[config.mk]
export PLATFORM = sky130hd
export DESIGN_NAME = uart_fifo_ctl
export DESIGN_NICKNAME = d
export VERILOG_FILES = /design/src/rtl/uart_fifo_pkg.sv /design/src/rtl/byte_fifo.sv /design/src/rtl/fifo_cfg.sv /design/src/rtl/dma_ready.sv /design/src/rtl/uart_fifo_ctl.sv
export SDC_FILE = /design/constraint.sdc
export NUM_CORES = 1
export LEC_CHECK = 0
export ABC_CLOCK_PERIOD_IN_PS = 4320
export BUFFER_PORTS_ARGS = -buffer_cell sky130_fd_sc_hd__buf_4
export CORE_UTILIZATION = 62
export CTS_CLUSTER_DIAMETER = 30
export DETAILED_ROUTE_END_ITERATION = 7
export PLACE_DENSITY = 0.79
export SYNTH_ARGS = -nofsm -noshare
export SYNTH_HDL_FRONTEND = slang
export SYNTH_SLANG_ARGS = --single-unit
[constraint.sdc]
create_clock -name clk -period 4.32 [get_ports clk]
set_clock_uncertainty 0.1 [all_clocks]
set_input_delay 0.648 -clock clk [delete_from_list [all_inputs] [get_ports clk]]
set_output_delay 0.648 -clock clk [all_outputs]
set_load 0.005 [all_outputs]
[src/rtl/uart_fifo_pkg.sv]
package uart_fifo_pkg;

    localparam int unsigned CFG_W    = 8;
    localparam int unsigned B_EN     = 0;
    localparam int unsigned B_RXCLR  = 1;
    localparam int unsigned B_TXCLR  = 2;
    localparam int unsigned B_BLOCK  = 3;
    localparam int unsigned B_TXSEL  = 4;
    localparam int unsigned B_RXSEL  = 6;

    typedef struct packed {
        logic       en;
        logic       block;
        logic [1:0] tx_sel;
        logic [1:0] rx_sel;
    } fifo_cfg_t;

    function automatic int unsigned rx_trig_of(input logic [1:0] sel, input int unsigned depth);
        int unsigned t;
        case (sel)
            2'd0:    t = depth / 8;
            2'd1:    t = depth / 4;
            2'd2:    t = depth - depth / 8;
            default: t = depth - depth / 16;
        endcase
        return t;
    endfunction

    function automatic int unsigned tx_trig_of(input logic [1:0] sel, input int unsigned depth);
        int unsigned t;
        case (sel)
            2'd0:    t = depth / 8;
            2'd1:    t = depth / 4;
            2'd2:    t = depth / 2;
            default: t = depth - depth / 8;
        endcase
        return t;
    endfunction

endpackage

[src/rtl/byte_fifo.sv]
module byte_fifo #(
    parameter int unsigned WIDTH = 8,
    parameter int unsigned DEPTH = 64
) (
    input  logic                       clk,
    input  logic                       rst_n,
    input  logic                       clear,
    input  logic                       single,
    input  logic                       push,
    input  logic [WIDTH-1:0]           push_data,
    input  logic                       pop,
    output logic [WIDTH-1:0]           head_data,
    output logic [$clog2(DEPTH):0]     level,
    output logic                       drop
);
    localparam int unsigned AW = $clog2(DEPTH);
    localparam int unsigned LW = AW + 1;

    typedef struct packed {
        logic [AW-1:0] rd;
        logic [AW-1:0] wr;
        logic [LW-1:0] cnt;
    } ptr_t;

    ptr_t st_d, st_q;
    logic [WIDTH-1:0] mem_q [DEPTH];
    logic empty, full, pop_ok, push_ok;

    always_comb begin
        empty   = (st_q.cnt == '0);
        full    = single ? !empty : (st_q.cnt == LW'(DEPTH));
        pop_ok  = pop && !empty;
        push_ok = push && (!full || pop_ok);
        drop    = push && !push_ok && !clear;
        st_d    = st_q;
        if (clear) begin
            st_d = '0;
        end else begin
            if (push_ok) st_d.wr = st_q.wr + 1'b1;
            if (pop_ok)  st_d.rd = st_q.rd + 1'b1;
            st_d.cnt = st_q.cnt + LW'(push_ok) - LW'(pop_ok);
        end
    end

    always_ff @(posedge clk or negedge rst_n) begin
        if (!rst_n) st_q <= '0;
        else        st_q <= st_d;
    end

    always_ff @(posedge clk) begin
        if (push_ok && !clear) mem_q[st_q.wr] <= push_data;
    end

    assign head_data = mem_q[st_q.rd];
    assign level     = st_q.cnt;

    initial begin
        assert (DEPTH == (1 << AW)) else $error("DEPTH must be a power of two");
    end

    AST_LEVEL_BOUND: assert property (@(posedge clk) disable iff (!rst_n)
        level <= LW'(DEPTH));
    AST_CLEAR_EMPTIES: assert property (@(posedge clk) disable iff (!rst_n)
        clear |=> (level == '0));
    AST_DROP_KEEPS_LEVEL: assert property (@(posedge clk) disable iff (!rst_n)
        drop |=> $stable(level));
    AST_EMPTY_POP_IGNORED: assert property (@(posedge clk) disable iff (!rst_n)
        (pop && (level == '0) && !push && !clear) |=> (level == '0));
endmodule

[src/rtl/fifo_cfg.sv]
module fifo_cfg
    import uart_fifo_pkg::*;
(
    input  logic              clk,
    input  logic              rst_n,
    input  logic              we,
    input  logic [CFG_W-1:0]  wdata,
    output fifo_cfg_t         cfg,
    output logic [CFG_W-1:0]  rdata,
    output logic              rx_clr,
    output logic              tx_clr
);
    fifo_cfg_t cfg_d, cfg_q;

    always_comb begin
        cfg_d  = cfg_q;
        rx_clr = 1'b0;
        tx_clr = 1'b0;
        if (we) begin
            cfg_d.en = wdata[B_EN];
            if (wdata[B_EN]) begin
                cfg_d.block  = wdata[B_BLOCK];
                cfg_d.tx_sel = wdata[B_TXSEL +: 2];
                cfg_d.rx_sel = wdata[B_RXSEL +: 2];
                rx_clr       = wdata[B_RXCLR];
                tx_clr       = wdata[B_TXCLR];
            end
            if (wdata[B_EN] != cfg_q.en) begin
                rx_clr = 1'b1;
                tx_clr = 1'b1;
            end
        end
    end

    always_ff @(posedge clk or negedge rst_n) begin
        if (!rst_n) cfg_q <= '0;
        else        cfg_q <= cfg_d;
    end

    assign cfg   = cfg_q;
    assign rdata = {cfg_q.rx_sel, cfg_q.tx_sel, cfg_q.block, 2'b00, cfg_q.en};

    AST_GATED_FIELDS: assert property (@(posedge clk) disable iff (!rst_n)
        (we && !wdata[B_EN]) |=> ($stable(cfg_q.block) && $stable(cfg_q.tx_sel) && $stable(cfg_q.rx_sel)));
    AST_EN_FOLLOWS_WRITE: assert property (@(posedge clk) disable iff (!rst_n)
        we |=> (cfg_q.en == $past(wdata[B_EN])));
endmodule

[src/rtl/dma_ready.sv]
module dma_ready
    import uart_fifo_pkg::*;
#(
    parameter int unsigned DEPTH = 64
) (
    input  fifo_cfg_t                 cfg,
    input  logic [$clog2(DEPTH):0]    tx_level,
    input  logic [$clog2(DEPTH):0]    rx_level,
    output logic                      txrdy_n,
    output logic                      rxrdy_n,
    output logic                      tx_irq,
    output logic                      rx_irq
);
    localparam int unsigned LW = $clog2(DEPTH) + 1;

    logic [LW-1:0] rx_thr, tx_thr;
    logic          burst, rx_hit;

    always_comb begin
        rx_thr  = cfg.en ? LW'(rx_trig_of(cfg.rx_sel, DEPTH)) : LW'(1);
        tx_thr  = cfg.en ? LW'(tx_trig_of(cfg.tx_sel, DEPTH)) : LW'(1);
        burst   = cfg.en && cfg.block;
        rx_hit  = (rx_level >= rx_thr);
        rx_irq  = rx_hit;
        tx_irq  = (tx_level < tx_thr);
        rxrdy_n = burst ? !rx_hit : (rx_level == '0);
        txrdy_n = burst ? (tx_level == LW'(DEPTH)) : (tx_level != '0);
    end
endmodule

[src/rtl/uart_fifo_ctl.sv]
module uart_fifo_ctl
    import uart_fifo_pkg::*;
#(
    parameter int unsigned DEPTH = 64,
    parameter int unsigned WIDTH = 8
) (
    input  logic                     clk,
    input  logic                     rst_n,
    input  logic                     cfg_we,
    input  logic [CFG_W-1:0]         cfg_wdata,
    output logic [CFG_W-1:0]         cfg_rdata,
    input  logic                     host_tx_wr,
    input  logic [WIDTH-1:0]         host_tx_data,
    input  logic                     host_rx_rd,
    output logic [WIDTH-1:0]         host_rx_data,
    input  logic                     shf_tx_pop,
    output logic [WIDTH-1:0]         shf_tx_data,
    output logic                     shf_tx_valid,
    input  logic                     shf_rx_push,
    input  logic [WIDTH-1:0]         shf_rx_data,
    output logic                     txrdy_n,
    output logic                     rxrdy_n,
    output logic                     tx_irq,
    output logic                     rx_irq,
    output logic                     rx_overrun,
    output logic [$clog2(DEPTH):0]   tx_level,
    output logic [$clog2(DEPTH):0]   rx_level
);
    localparam int unsigned LW = $clog2(DEPTH) + 1;

    fifo_cfg_t cfg;
    logic      rx_clr, tx_clr, rx_drop, tx_drop;
    logic      ovr_d, ovr_q;

    fifo_cfg u_cfg (
        .clk    (clk),
        .rst_n  (rst_n),
        .we     (cfg_we),
        .wdata  (cfg_wdata),
        .cfg    (cfg),
        .rdata  (cfg_rdata),
        .rx_clr (rx_clr),
        .tx_clr (tx_clr)
    );

    byte_fifo #(.WIDTH(WIDTH), .DEPTH(DEPTH)) u_txq (
        .clk       (clk),
        .rst_n     (rst_n),
        .clear     (tx_clr),
        .single    (!cfg.en),
        .push      (host_tx_wr),
        .push_data (host_tx_data),
        .pop       (shf_tx_pop),
        .head_data (shf_tx_data),
        .level     (tx_level),
        .drop      (tx_drop)
    );

    byte_fifo #(.WIDTH(WIDTH), .DEPTH(DEPTH)) u_rxq (
        .clk       (clk),
        .rst_n     (rst_n),
        .clear     (rx_clr),
        .single    (!cfg.en),
        .push      (shf_rx_push),
        .push_data (shf_rx_data),
        .pop       (host_rx_rd),
        .head_data (host_rx_data),
        .level     (rx_level),
        .drop      (rx_drop)
    );

    dma_ready #(.DEPTH(DEPTH)) u_rdy (
        .cfg      (cfg),
        .tx_level (tx_level),
        .rx_level (rx_level),
        .txrdy_n  (txrdy_n),
        .rxrdy_n  (rxrdy_n),
        .tx_irq   (tx_irq),
        .rx_irq   (rx_irq)
    );

    always_comb begin
        ovr_d = rx_drop;
    end

    always_ff @(posedge clk or negedge rst_n) begin
        if (!rst_n) ovr_q <= 1'b0;
        else        ovr_q <= ovr_d;
    end

    assign rx_overrun   = ovr_q;
    assign shf_tx_valid = (tx_level != '0);

    AST_RXIRQ_HAS_DATA: assert property (@(posedge clk) disable iff (!rst_n)
        rx_irq |-> (rx_level != '0));
    AST_TXIRQ_SLOT_FREE: assert property (@(posedge clk) disable iff (!rst_n)
        (tx_irq && cfg.en && cfg.block) |-> !txrdy_n);
    AST_DISABLED_SINGLE: assert property (@(posedge clk) disable iff (!rst_n)
        !cfg.en |-> ((rx_level <= LW'(1)) && (tx_level <= LW'(1))));
    AST_TX_DROP_FULL: assert property (@(posedge clk) disable iff (!rst_n)
        (tx_drop && cfg.en) |-> (tx_level == LW'(DEPTH)));
    AST_OVERRUN_AFTER_FULL: assert property (@(posedge clk) disable iff (!rst_n)
        rx_overrun |-> ($past(rx_level) != '0));
endmodule

==> flow_metrics.env <==
export IMPL_portBuffers=72
export IMPL_n_fill_cell=3597
export IMPL_finalMaxSlewViolations=0
export IMPL_fp_coreArea_um2=68590
export IMPL_cts_sinks=1069
export IMPL_synthAdderAreaFrac_pct=1.056
export IMPL_ys_flop_type="edfxtp_1"
export IMPL_period_minus_slack_ps=4349
export IMPL_yosys_area_top_type="edfxtp_1"
export IMPL_min_path_cells=2
export IMPL_htree_levels=4
export IMPL_synthTopCellsByArea="edfxtp_1 (72%), mux4_2 (10%), mux2i_1 (3.4%)"
export IMPL_vias_per_cell=6.737
export IMPL_hold_path_class="in -> reg"
export IMPL_synth_async_reset_ratio_pct=4.210
export IMPL_ys_ff_latch=1069
export IMPL_reg2regPathDepth=8
export IMPL_synth_xor_xnor_area_share_pct=0.5717
export IMPL_startpoint="u_rxq.st_q[13]$_DFFE_PN0P_"
export IMPL_syn_avg_cell_area_um2=19.41
export IMPL_drt_wl_total_um=105300
export IMPL_tns_ps=-29.41
export IMPL_max_clock_path_buffers=3
export IMPL_end_kind="output pin"
export IMPL_p_int_mw=22.98
export IMPL_gp_congestion=0.9634
export IMPL_synth_edf_count=1024
export IMPL_p_per_area_nw_per_um2=633.1
export IMPL_crit_path_top_delay_cell="dfrtp_4"
export IMPL_max_stage_delay_ps=680
export IMPL_cts_clk_slew_worst_paths_ps=50
export IMPL_cts_tree="yes"
export IMPL_grt_pass1_vias=23790
export IMPL_path_cells="buf_12 -> mux4_2 -> mux2i_1 -> nor2_1 -> a2111oi_1 -> nor3_1 -> buf_4"
export IMPL_cts_inserted_buffers=159
export IMPL_crit_path_start_kind="register"
export IMPL_grt_max_degree=65
export IMPL_r2r_start="u_txq.level[2]$_DFF_PN0_"
export IMPL_synth_top_family_by_area="multiplexers"
export IMPL_place_hpwl_um=58080
export IMPL_die_area_um2=70250
export IMPL_fp_dieW_um=265.0
export IMPL_p_seq_share_pct=37.4
export IMPL_fin_total_pwr_mw=31.86
export IMPL_min_from="cfg_wdata[6]"
export IMPL_cp_depth=7
export IMPL_synth_top_cell_area_share_pct=71.68
export IMPL_routed_via_count=23410
export IMPL_final_cell_count_no_fill=3475
export IMPL_critPathRequiredTime_ps=3570
export IMPL_finish_utilization_pct=73.37
export IMPL_hold_viol_final=0
export IMPL_pin_count=75
export IMPL_yosys_warnings=0
export IMPL_cp_arrival_ps=3600
export IMPL_yosysSeqAreaShare_pct=74.31
export IMPL_power_net_switching_mw=8.876
export IMPL_diodes=0
export IMPL_leakage_nw=16.80
export IMPL_synth_top_cells_by_count="edfxtp_1 (1024), mux4_2 (193), nor2_1 (187)"
export IMPL_swShare_pct=27.86
export IMPL_muxShareOfSynthArea_pct=14.86
export IMPL_drt_iter0_drc=3293
export IMPL_crit_type="reg -> out"
export IMPL_grt_usage_pct=30.38
export IMPL_clk_latency_ps=740
export IMPL_cts_root_buf="clkbuf_16"
export IMPL_drv_cap=0
export IMPL_crit_buf_inv=2
export IMPL_power_frac_clock_pct=42.3
export IMPL_yosys_cell_count_top_type="edfxtp_1"
export IMPL_firstDrtPassIters=5
export IMPL_synth_compound_area_share_pct=3.628
export IMPL_setup_viol=1
export IMPL_netlist_area_um2=42900
export IMPL_dp_cells=3169
export IMPL_antenna_found_initial=1
export IMPL_antenna_left=0
export IMPL_crit_path_max_fanout=27
export IMPL_vdd_drop_max_mv=0.4351
export IMPL_wl_per_cell_um=30.30
export IMPL_fin_ws_ps=-29.41
export IMPL_die_h_um=265.0
export IMPL_rows=96
export IMPL_drive_gt1_share_pct=27.67
export IMPL_power_share_combinational_pct=20.2
export IMPL_start_util_pct=62.55
export IMPL_fin_area_um2=50320
export IMPL_drc_errors=0
export IMPL_overflow=0
export IMPL_postSynthCellCount=2210
export IMPL_placed_area_um2=44510
export IMPL_worstMarginPinSlew_ps=898.5
export IMPL_syn_to_final_growth_pct=17.30
export IMPL_grt_pass1_wl_um=154800
export IMPL_finalCritPeriodShare_pct=100.7
export IMPL_nNetsFinal=2475
export IMPL_synth_simple_area_share_pct=3.351
export IMPL_relSlewSlack_pct=39.88
export IMPL_fmax_ghz=0.2299
export IMPL_violations="setup timing"
export IMPL_cpLargestDelayFamily="multiplexers"
export IMPL_status="finished, violations left"
export IMPL_netlist_cell_type_count=56
timing repair:
item	4_1_cts	5_1_grt
gates cloned	0	0
setup buffers	1	7
endpoints found under the setup margin	8	11
endpoints found under the hold margin	46	0
hold buffers	2	0
gates resized for setup	4	8
power groups by stage:
stage	registers [mW]	logic [mW]	clock network, mW
floorplan	11.8	4.62	0
global placement	12.2	5.94	0
detailed placement	12.2	6.03	0
CTS	12.0	6.24	13.5
global route	11.9	6.78	14.0
finish	11.9	6.45	13.5
worst register-to-register path: cells and delay by family (launching register included):
kind,cells,cell delay (ps)
compound gates,1,420
fa+ha+maj,1,160
buf+inv,1,110
flops,1,400
simple gates,5,2360
registers in the layout, summed over array words and instances, names as in the netlist:
register and flops:
rx_overrun 1, u_cfg.cfg 6, u_rxq.level 7, u_rxq.mem_q 512, u_rxq.st_q 12, u_txq.level 7, u_txq.mem_q 512, u_txq.st_q 12
cells by family after synthesis:
| family | Yosys count |
|---|---|
| AOI/OAI and AO/OA | 213 |
| xor gates and xnor gates | 28 |
| muxes | 388 |
| other | 1 |
| buffers and inverters | 161 |
| DFF | 1069 |
| adders and majority gates | 35 |
| and+or+nand+nor | 315 |
path summary, 6_finish.rpt:
kind | endpoint | slack (ps)
max | host_rx_data[4] | -30
min | u_cfg.cfg[0]$_DFFE_PN0P_ | 60
max reg2reg | u_txq.mem_q[20][7]$_DFFE_PP_ | 400
min reg2reg | u_cfg.cfg[3]$_DFFE_PN0P_ | 490
max in group asynchronous | u_rxq.st_q[13]$_DFFE_PN0P_ | 3180
min in group asynchronous | u_txq.st_q[10]$_DFFE_PN0P_ | 410
through the flow:
stage	hold WS (ps)	setup slack, ps
after floorplan	252.4	1197
after global placement	457.6	702.4
after detailed placement	467.4	577.4
after CTS	21.28	5.071
after global routing	42.98	-87.10
final	59.13	-29.41
layout make-up:
type                       instances  area (um^2)  area share, %
multi-input combinational        981        10100          20.07
sequential                      1069        31890          63.38
clock inverter                   123         1538          3.056
inverter                          30        112.6         0.2238
tap                              931         1165          2.315
clock buffer                     173         4116          8.181
timing repair buffer             168         1395          2.772
placed cells by master (no fill, tap or decap), drive strengths merged, types with 4 or more instances in the layout:
cell type / count
and3: 5
or3: 5
mux2: 47
a21o: 9
a31oi: 18
edfxtp: 1024
clkinvlp: 13
xnor2: 12
nand3: 13
xor2: 16
ha: 33
nand3b: 12
o21ba: 14
a2111oi: 14
nand2: 30
and2: 7
nor2: 187
clkinv: 51
a21oi: 16
mux4: 194
clkbuf: 173
bufinv: 22
nor3: 21
o21ai: 10
nor2b: 10
dfrtp: 45
o22ai: 65
a211oi: 4
a211o: 37
nand2b: 7
buf: 166
inv: 67
o221ai: 11
mux2i: 147
nand4: 6
metal layers:
metal / up-vias / track usage [%] / wire length (um)
met5: - / 0 / 69
met4: 2 / 11.00 / 3784
met3: 325 / 8.952 / 12600
met2: 1779 / 46.13 / 49660
met1: 11890 / 42.46 / 39180
li1: 9412 / - / -
No activity file was read; power rests on OpenSTA's default activity.
